===== src/rtl/nzp16_pkg.sv =====
package nzp16_pkg;
  localparam int XLEN = 16;
  localparam int NREG = 8;
  localparam int RSEL = 3;

  localparam logic [3:0] OPC_BR   = 4'b0000;
  localparam logic [3:0] OPC_ADD  = 4'b0001;
  localparam logic [3:0] OPC_AND  = 4'b0101;
  localparam logic [3:0] OPC_LDR  = 4'b0110;
  localparam logic [3:0] OPC_JMP  = 4'b1100;
  localparam logic [3:0] OPC_LEA  = 4'b1110;
  localparam logic [3:0] OPC_TRAP = 4'b1111;

  typedef logic [XLEN-1:0] word_t;

  typedef enum logic [2:0] {
    PH_FETCH = 3'd0,
    PH_FWAIT = 3'd1,
    PH_EXEC  = 3'd2,
    PH_MREQ  = 3'd3,
    PH_MWAIT = 3'd4
  } phase_t;

  function automatic word_t sx5(input logic [4:0] f);
    return {{(XLEN-5){f[4]}}, f};
  endfunction

  function automatic word_t sx6(input logic [5:0] f);
    return {{(XLEN-6){f[5]}}, f};
  endfunction

  function automatic word_t sx9(input logic [8:0] f);
    return {{(XLEN-9){f[8]}}, f};
  endfunction

  function automatic word_t zx8(input logic [7:0] f);
    return {{(XLEN-8){1'b0}}, f};
  endfunction

  // {n,z,p} classification of a written value
  function automatic logic [2:0] nzp_of(input word_t v);
    if (v[XLEN-1])   return 3'b100;
    else if (v == '0) return 3'b010;
    else              return 3'b001;
  endfunction

  function automatic logic br_hit(input logic [2:0] mask, input logic [2:0] flags);
    return |(mask & flags);
  endfunction
endpackage


===== src/rtl/nzp16_regfile.sv =====
module nzp16_regfile import nzp16_pkg::*; (
  input  logic                 clk,
  input  logic                 rst,
  input  logic                 wr_en,
  input  logic [RSEL-1:0]      wr_sel,
  input  word_t                wr_data,
  input  logic [RSEL-1:0]      rd_sel_a,
  input  logic [RSEL-1:0]      rd_sel_b,
  output word_t                rd_a,
  output word_t                rd_b,
  output logic [NREG*XLEN-1:0] snap
);
  for (genvar g = 0; g < NREG; g++) begin : g_reg
    word_t q;
    always_ff @(posedge clk or posedge rst) begin
      if (rst)                                 q <= '0;
      else if (wr_en && wr_sel == RSEL'(g))    q <= wr_data;
    end
    assign snap[g*XLEN +: XLEN] = q;
  end

  assign rd_a = snap[rd_sel_a*XLEN +: XLEN];
  assign rd_b = snap[rd_sel_b*XLEN +: XLEN];

  AST_RF_WRITE_LANDS: assert property (@(posedge clk) disable iff (rst)
    wr_en |=> snap[$past(wr_sel)*XLEN +: XLEN] == $past(wr_data));
endmodule


===== src/rtl/nzp16_alu.sv =====
module nzp16_alu import nzp16_pkg::*; (
  input  logic  use_and,
  input  word_t a,
  input  word_t b,
  output word_t y
);
  always_comb begin
    if (use_and) y = a & b;
    else         y = a + b;
  end
endmodule


===== src/rtl/nzp16_agen.sv =====
module nzp16_agen import nzp16_pkg::*; (
  input  word_t       pc_inc,
  input  word_t       base,
  input  logic [8:0]  off9,
  input  logic [5:0]  off6,
  input  logic [7:0]  vec,
  output word_t       pc_rel,
  output word_t       base_off,
  output word_t       vec_addr
);
  assign pc_rel   = pc_inc + sx9(off9);
  assign base_off = base + sx6(off6);
  assign vec_addr = zx8(vec);
endmodule


===== src/rtl/nzp16_core.sv =====
module nzp16_core import nzp16_pkg::*; #(
  parameter int MEM_WORDS = 32
) (
  input  logic                 clk,
  input  logic                 rst,
  output logic [XLEN-1:0]      mem_addr,
  output logic [XLEN-1:0]      mem_wdata,
  output logic                 mem_we,
  output logic                 mem_en,
  input  logic [XLEN-1:0]      mem_rdata,
  input  logic                 mem_rdy,
  output logic [XLEN-1:0]      dbg_pc,
  output logic [NREG*XLEN-1:0] dbg_regs
);
  localparam word_t           ADDR_MASK = word_t'(MEM_WORDS - 1);
  localparam logic [RSEL-1:0] LINK_REG  = RSEL'(NREG - 1);
  localparam logic [2:0]      FLAGS_RST = 3'b010;

  phase_t     ph_q;
  word_t      pc_q, ir_q, maddr_q;
  logic [2:0] cc_q;

  // decode fields
  logic [3:0]      opc;
  logic [RSEL-1:0] f_dst, f_src1, f_src2;
  assign opc    = ir_q[15:12];
  assign f_dst  = ir_q[11:9];
  assign f_src1 = ir_q[8:6];
  assign f_src2 = ir_q[2:0];

  // named internal events
  logic in_exec, fetch_done, mem_done, exec_trap, exec_ldr, exec_br, br_taken;
  assign in_exec    = (ph_q == PH_EXEC);
  assign fetch_done = (ph_q == PH_FWAIT) && mem_rdy;
  assign mem_done   = (ph_q == PH_MWAIT) && mem_rdy;
  assign exec_trap  = in_exec && (opc == OPC_TRAP);
  assign exec_ldr   = in_exec && (opc == OPC_LDR);
  assign exec_br    = in_exec && (opc == OPC_BR);
  assign br_taken   = exec_br && br_hit(f_dst, cc_q);

  // register file
  logic            rf_we;
  logic [RSEL-1:0] rf_sel;
  word_t           rf_wd, rd_a, rd_b;

  nzp16_regfile u_rf (
    .clk(clk), .rst(rst),
    .wr_en(rf_we), .wr_sel(rf_sel), .wr_data(rf_wd),
    .rd_sel_a(f_src1), .rd_sel_b(f_src2),
    .rd_a(rd_a), .rd_b(rd_b), .snap(dbg_regs)
  );

  // arithmetic
  word_t alu_b, alu_y;
  assign alu_b = ir_q[5] ? sx5(ir_q[4:0]) : rd_b;

  nzp16_alu u_alu (
    .use_and(opc == OPC_AND), .a(rd_a), .b(alu_b), .y(alu_y)
  );

  // address generation
  word_t pc_rel, base_off, vec_addr;
  nzp16_agen u_agen (
    .pc_inc(pc_q), .base(rd_a),
    .off9(ir_q[8:0]), .off6(ir_q[5:0]), .vec(ir_q[7:0]),
    .pc_rel(pc_rel), .base_off(base_off), .vec_addr(vec_addr)
  );

  // write-back selection
  logic cc_wr;
  always_comb begin
    rf_we  = 1'b0;
    rf_sel = f_dst;
    rf_wd  = alu_y;
    if (in_exec) begin
      case (opc)
        OPC_ADD, OPC_AND: rf_we = 1'b1;
        OPC_LEA:  begin rf_we = 1'b1; rf_wd = pc_rel; end
        OPC_TRAP: begin rf_we = 1'b1; rf_sel = LINK_REG; rf_wd = pc_q; end
        default:  rf_we = 1'b0;
      endcase
    end else if (mem_done && opc == OPC_LDR) begin
      rf_we = 1'b1;
      rf_wd = mem_rdata;
    end
  end
  assign cc_wr = rf_we && !exec_trap;

  // sequencer
  always_ff @(posedge clk or posedge rst) begin
    if (rst) begin
      ph_q    <= PH_FETCH;
      pc_q    <= '0;
      ir_q    <= '0;
      maddr_q <= '0;
      cc_q    <= FLAGS_RST;
    end else begin
      if (cc_wr) cc_q <= nzp_of(rf_wd);
      case (ph_q)
        PH_FETCH: ph_q <= PH_FWAIT;
        PH_FWAIT: if (fetch_done) begin
          ir_q <= mem_rdata;
          pc_q <= pc_q + word_t'(1);
          ph_q <= PH_EXEC;
        end
        PH_EXEC: begin
          ph_q <= PH_FETCH;
          case (opc)
            OPC_BR:   if (br_taken) pc_q <= pc_rel;
            OPC_JMP:  pc_q <= rd_a;
            OPC_LDR:  begin maddr_q <= base_off; ph_q <= PH_MREQ; end
            OPC_TRAP: begin maddr_q <= vec_addr; ph_q <= PH_MREQ; end
            default:  ;
          endcase
        end
        PH_MREQ:  ph_q <= PH_MWAIT;
        PH_MWAIT: if (mem_done) begin
          if (opc == OPC_TRAP) pc_q <= mem_rdata;
          ph_q <= PH_FETCH;
        end
        default:  ph_q <= PH_FETCH;
      endcase
    end
  end

  // memory port
  word_t mem_sel;
  assign mem_sel   = (ph_q == PH_MREQ) ? maddr_q : pc_q;
  assign mem_addr  = mem_sel & ADDR_MASK;
  assign mem_en    = (ph_q == PH_FETCH) || (ph_q == PH_MREQ);
  assign mem_we    = 1'b0;
  assign mem_wdata = '0;
  assign dbg_pc    = pc_q;

  AST_FLAGS_ONE_SET: assert property (@(posedge clk) disable iff (rst)
    $countones(cc_q) == 1);
  AST_REQ_ONE_CYCLE: assert property (@(posedge clk) disable iff (rst)
    mem_en |=> !mem_en);
  AST_HOLD_UNTIL_READY: assert property (@(posedge clk) disable iff (rst)
    (ph_q == PH_FWAIT && !mem_rdy) |=> $stable(pc_q) && !mem_en);
  AST_BRANCH_TARGET: assert property (@(posedge clk) disable iff (rst)
    br_taken |=> pc_q == $past(pc_rel));
  AST_TRAP_LINK: assert property (@(posedge clk) disable iff (rst)
    exec_trap |=> dbg_regs[(NREG-1)*XLEN +: XLEN] == $past(pc_q));
  AST_FLAGS_KEPT_ON_JUMP: assert property (@(posedge clk) disable iff (rst)
    (in_exec && (opc == OPC_JMP || opc == OPC_BR)) |=> $stable(cc_q));
endmodule


===== config.mk =====
export PLATFORM = sky130hd
export DESIGN_NAME = nzp16_core
export DESIGN_NICKNAME = d
export VERILOG_FILES = /design/src/rtl/nzp16_pkg.sv /design/src/rtl/nzp16_regfile.sv /design/src/rtl/nzp16_alu.sv /design/src/rtl/nzp16_agen.sv /design/src/rtl/nzp16_core.sv
export SDC_FILE = /design/constraint.sdc
export NUM_CORES = 1
export LEC_CHECK = 0
export BUFFER_PORTS_ARGS = -buffer_cell sky130_fd_sc_hd__buf_2
export CAP_MARGIN = 20
export CORE_MARGIN = 5
export CORE_UTILIZATION = 58
export CTS_BUF_LIST = sky130_fd_sc_hd__clkbuf_16
export DETAILED_ROUTE_END_ITERATION = 10
export PLACE_DENSITY = 0.82
export SETUP_SLACK_MARGIN = 0.4
export SLEW_MARGIN = 15
export SYNTH_ARGS = -nofsm -noshare
export SYNTH_HDL_FRONTEND = slang
export SYNTH_SLANG_ARGS = --single-unit

===== constraint.sdc =====
create_clock -name clk -period 6.64 [get_ports clk]
set_input_delay 1.328 -clock clk [delete_from_list [all_inputs] [get_ports clk]]
set_output_delay 1.328 -clock clk [all_outputs]
set_load 0.01 [all_outputs]

==> out/qor.csv <==
stage,metric,value,unit
pwr,pwr dens,559.8,nW/µm²
logic_synthesis,share of synthesized area occupied by flip-flops and latches,0.3523,
floorplanning,initial cell density of the core,0.5835,
clock_tree,CTS tree,done,
final_layout,Antenna Diode Count,0,
timing,"Period Utilization, post-route",0.7745,
clock_tree,post-CTS sizing,0,
logic_synthesis,post-synthesis cell count,1213,
timing,Total Negative Setup Slacks,0,ns
routing,number of nets with antenna violations after routing,0,
clock_tree,clock sink total,171,
timing,clock period minus final worst setup slack,5.142,ns
setup_path,"critical path fanouts, max",24,
clock_tree,quantity of hold-fixing buffers added after cts,0,
routing,DRC violation count after routing,0,
logic_synthesis,count of flip-flops with a built-in enable after synthesis,0,
timing,final hold violation count,0,
global_routing,maximum number of pins on one net before global-route repair,114,
clock_tree,root buf cell,sky130_fd_sc_hd__clkbuf_16,
pwr,VDD IR max,304.5,µV
routing,number of vias after detailed routing,10938,
place,number of cells in the design after placement,1591,
place,dpl cell area,13050,µm²
global_routing,Congestion Overflow GR,0,
floorplanning,IO Pins,197,
status,result of the run,"complete, no violations",
clock_tree,H-tree depth reported by CTS,4,
place,placer's final routability congestion estimate,0.9598,
run,maximum capacitance violations,0,
logic_synthesis,cell area after synthesis,12150,µm²
setup_path,largest stage delay on the critical path,0.93,ns
setup_path,WP data arrival,5.46,ns
final_layout,share of layout cells above drive strength 1,0.3032,
logic_synthesis,"flops & latches, synth",171,
global_routing,GRT Total Usage,0.3247,
logic_synthesis,async set-reset flop share out of synthesis,1.000,
setup_path,required time of the worst setup path,6.95,ns
final_layout,"count of placed standard cells in the final layout, fillers left out",1624,
global_routing,wire length of the first global-routing pass,60940,µm
final_layout,P&R area growth vs syn,12.55,%
logic_synthesis,leading register cell type out of synthesis,sky130_fd_sc_hd__dfrtp_1,
clock_tree,number of buffers inserted during clock tree synthesis,17,
floorplanning,die height,154.7,µm
timing,setup repair after global routing missed its margin,no,
clock_tree,insertion delay to the later sink of the worst-skew pair,0.45,ns
routing,met3 WL,5046,µm
clock_tree,clock transition at the registers of the reported paths,0.08,ns
setup_path,WP buf/inv,1,
global_routing,antenna violations before repair,0,
routing,sum of routed wire segments on met1,15400,µm
final_layout,post-route cell area,13670,µm²
final_layout,final net count,1394,
place,Detailed Place HPWL,28040,µm
pwr,overall power of the completed layout,7656,µW
setup_path,crit path kind,flip-flop to flip-flop,
setup_path,cell mode on critical path,sky130_fd_sc_hd__nand2_1,
routing,post-DR wirelength/cell,24.09,µm
clock_tree,Longest Clk Path Bufs,2,
routing,routed vias/inst,6.735,
setup_path,slowest cell on the critical path,sky130_fd_sc_hd__dfrtp_2,
timing,count of pins over their slew limit,0,
final_layout,"commonest cells after routing, fill and taps aside","sky130_fd_sc_hd__nand2_1, sky130_fd_sc_hd__dfrtp_1, sky130_fd_sc_hd__buf_2, sky130_fd_sc_hd__o21ai_0, sky130_fd_sc_hd__mux2_2",
setup_path,critical path startpoint category,flip-flop,
timing,transition time at the pin with the least slew margin,1.128,ns
timing,Max-slew headroom,0.2478,
pwr,leakage power,0.006547,µW
floorplanning,Core Box Area,20820,µm²
timing,Peak Freq,194.5,MHz
setup_path,kind of cell adding the most delay to the critical path,compound AO/OA/AOI/OAI gates,
routing,total wire length,39120,µm
floorplanning,row cnt,53,
floorplanning,die outline area,23940,µm²
clock_tree,post-CTS setup repair buffer count,0,
timing,final setup violating endpoints,0,
place,count of input and output buffers,168,
routing,total iterations of the first detailed-routing run,5,
setup_path,Critical Path Sink Type,flip-flop,
final_layout,Post-Route Utilization,0.6567,
logic_synthesis,YS warnings,0,
floorplanning,die span in x,154.7,µm
logic_synthesis,average cell area after synthesis,10.02,µm²
routing,highest metal layer with signal wires,met4,
setup_path,worst-path cell chain,buf_4 > mux4_2 > mux2_2 > ha_1 > nand2_1 > nor4_1 > nand4bb_1 > nand2_1 > o311ai_0 > o21ai_0 > a31oi_1 > a21o_1 > a21oi_1,
logic_synthesis,unique cell type count in the Yosys netlist,88,
global_routing,vias in the first global route,10513,
routing,DR iter-0 viols,1101,
routing,Detail Route met2 WL,17860,µm
hold_path,kind of path behind the tightest hold check,flip-flop to flip-flop,
timing,final clock skew,0.01848,ns
## flip-flops by register name (all words and copies together), names as in the netlist
register and flops:
ph_q 3, dbg_pc 16, ir_q 16, maddr_q 5, cc_q 3, u_rf.g.q 128
## per-layer routing
metal	track usage	up-vias
met4	0.08537	0
met3	0.07163	86
met5	0	-
li1	-	4730
met2	0.5023	780
met1	0.4688	5342
## cell families (layout without fill, tap and decap cells)
kind of cell | Yosys count | count (layout) | share of synthesized area
xor+xnor | 27 | 27 | 0.01946
mux | 184 | 184 | 0.2277
other cells | 1 | 28 | 0.0003087
simple gates | 351 | 351 | 0.1425
flops | 171 | 171 | 0.3523
fa+ha+maj | 39 | 39 | 0.04202
buf+inv | 131 | 240 | 0.05232
compound gates | 309 | 309 | 0.1633
## through the flow
step	worst slack, ns	hold WS (ns)
6_report	1.498	0.5195
5_1_grt	1.115	0.5552
4_1_cts	1.560	0.5235
3_5_place_dp	1.631	0.5069
3_3_place_gp	1.760	0.4916
2_1_floorplan	0.6819	0.4456
## worst reg2reg max path, stage by stage (launching register included)
cell and delay (ns):
sky130_fd_sc_hd__dfrtp_2 0.93, sky130_fd_sc_hd__buf_4 0.38, sky130_fd_sc_hd__mux4_2 0.54, sky130_fd_sc_hd__mux2_2 0.30, sky130_fd_sc_hd__ha_1 0.43, sky130_fd_sc_hd__nand2_1 0.11, sky130_fd_sc_hd__nor4_1 0.41, sky130_fd_sc_hd__nand4bb_1 0.22
sky130_fd_sc_hd__nand2_1 0.09, sky130_fd_sc_hd__o311ai_0 0.46, sky130_fd_sc_hd__o21ai_0 0.14, sky130_fd_sc_hd__a31oi_1 0.72, sky130_fd_sc_hd__a21o_1 0.23, sky130_fd_sc_hd__a21oi_1 0.04
## Yosys cell counts, drive strengths merged, types with 6 or more instances
cell	instances	area (µm²)
a211oi	13	97.59
a21o	17	127.6
a21oi	65	332.8
a221oi	14	128.9
a31oi	10	62.56
and2	7	43.79
and3	10	62.56
buf	61	372.9
clkbuf	48	180.2
dfrtp	170	4254
ha	36	450.4
inv	21	78.83
mux2	99	1115
mux2i	21	210.2
mux4	64	1441
nand2	168	630.6
nand2b	10	62.56
nand3	16	90.09
nand4	8	50.05
nor2	61	241.5
nor3	24	130.1
nor3b	8	65.06
nor4	6	56.31
o211ai	8	60.06
o21ai	121	605.6
o22ai	7	50.05
o31ai	6	45.04
or2	6	40.04
xnor2	12	105.1
xor2	15	131.4
## layout make-up
| type | count | area (µm²) |
|---|---|---|
| timing repair buffer | 186 | 996.0 |
| fill | 1599 | 7148 |
| tap | 275 | 344.1 |
| multi-input combinational | 938 | 7370 |
| inverter | 22 | 87.58 |
| clock buffer | 17 | 425.4 |
| clock inverter | 15 | 168.9 |
| sequential | 171 | 4283 |
## power breakdown
part | internal [µW] | leakage [µW] | switching (µW) | total [µW]
combinational | 1870 | 0.00396 | 2620 | 4490
clock | 508 | 0.000294 | 510 | 1020
sequential | 1420 | 0.00230 | 729 | 2150
## worst paths after layout
check                                       start                             end  slack, ns  cells past startpoint
setup / recovery              ir_q[7]$_DFFE_PP0P_             cc_q[0]$_DFFE_PP0P_       1.50                     13
hold / removal             maddr_q[1]$_DFFE_PP0P_          maddr_q[1]$_DFFE_PP0P_       0.52                      1
setup reg to reg              ir_q[7]$_DFFE_PP0P_             cc_q[0]$_DFFE_PP0P_       1.50                     13
hold reg to reg            maddr_q[1]$_DFFE_PP0P_          maddr_q[1]$_DFFE_PP0P_       0.52                      1
max in group asynchronous                     rst             ir_q[1]$_DFFE_PP0P_       4.71                      3
min in group asynchronous                     rst  u_rf.g_reg[7].q[4]$_DFFE_PP0P_       0.83                      2
(Power assumes the default switching activity.)
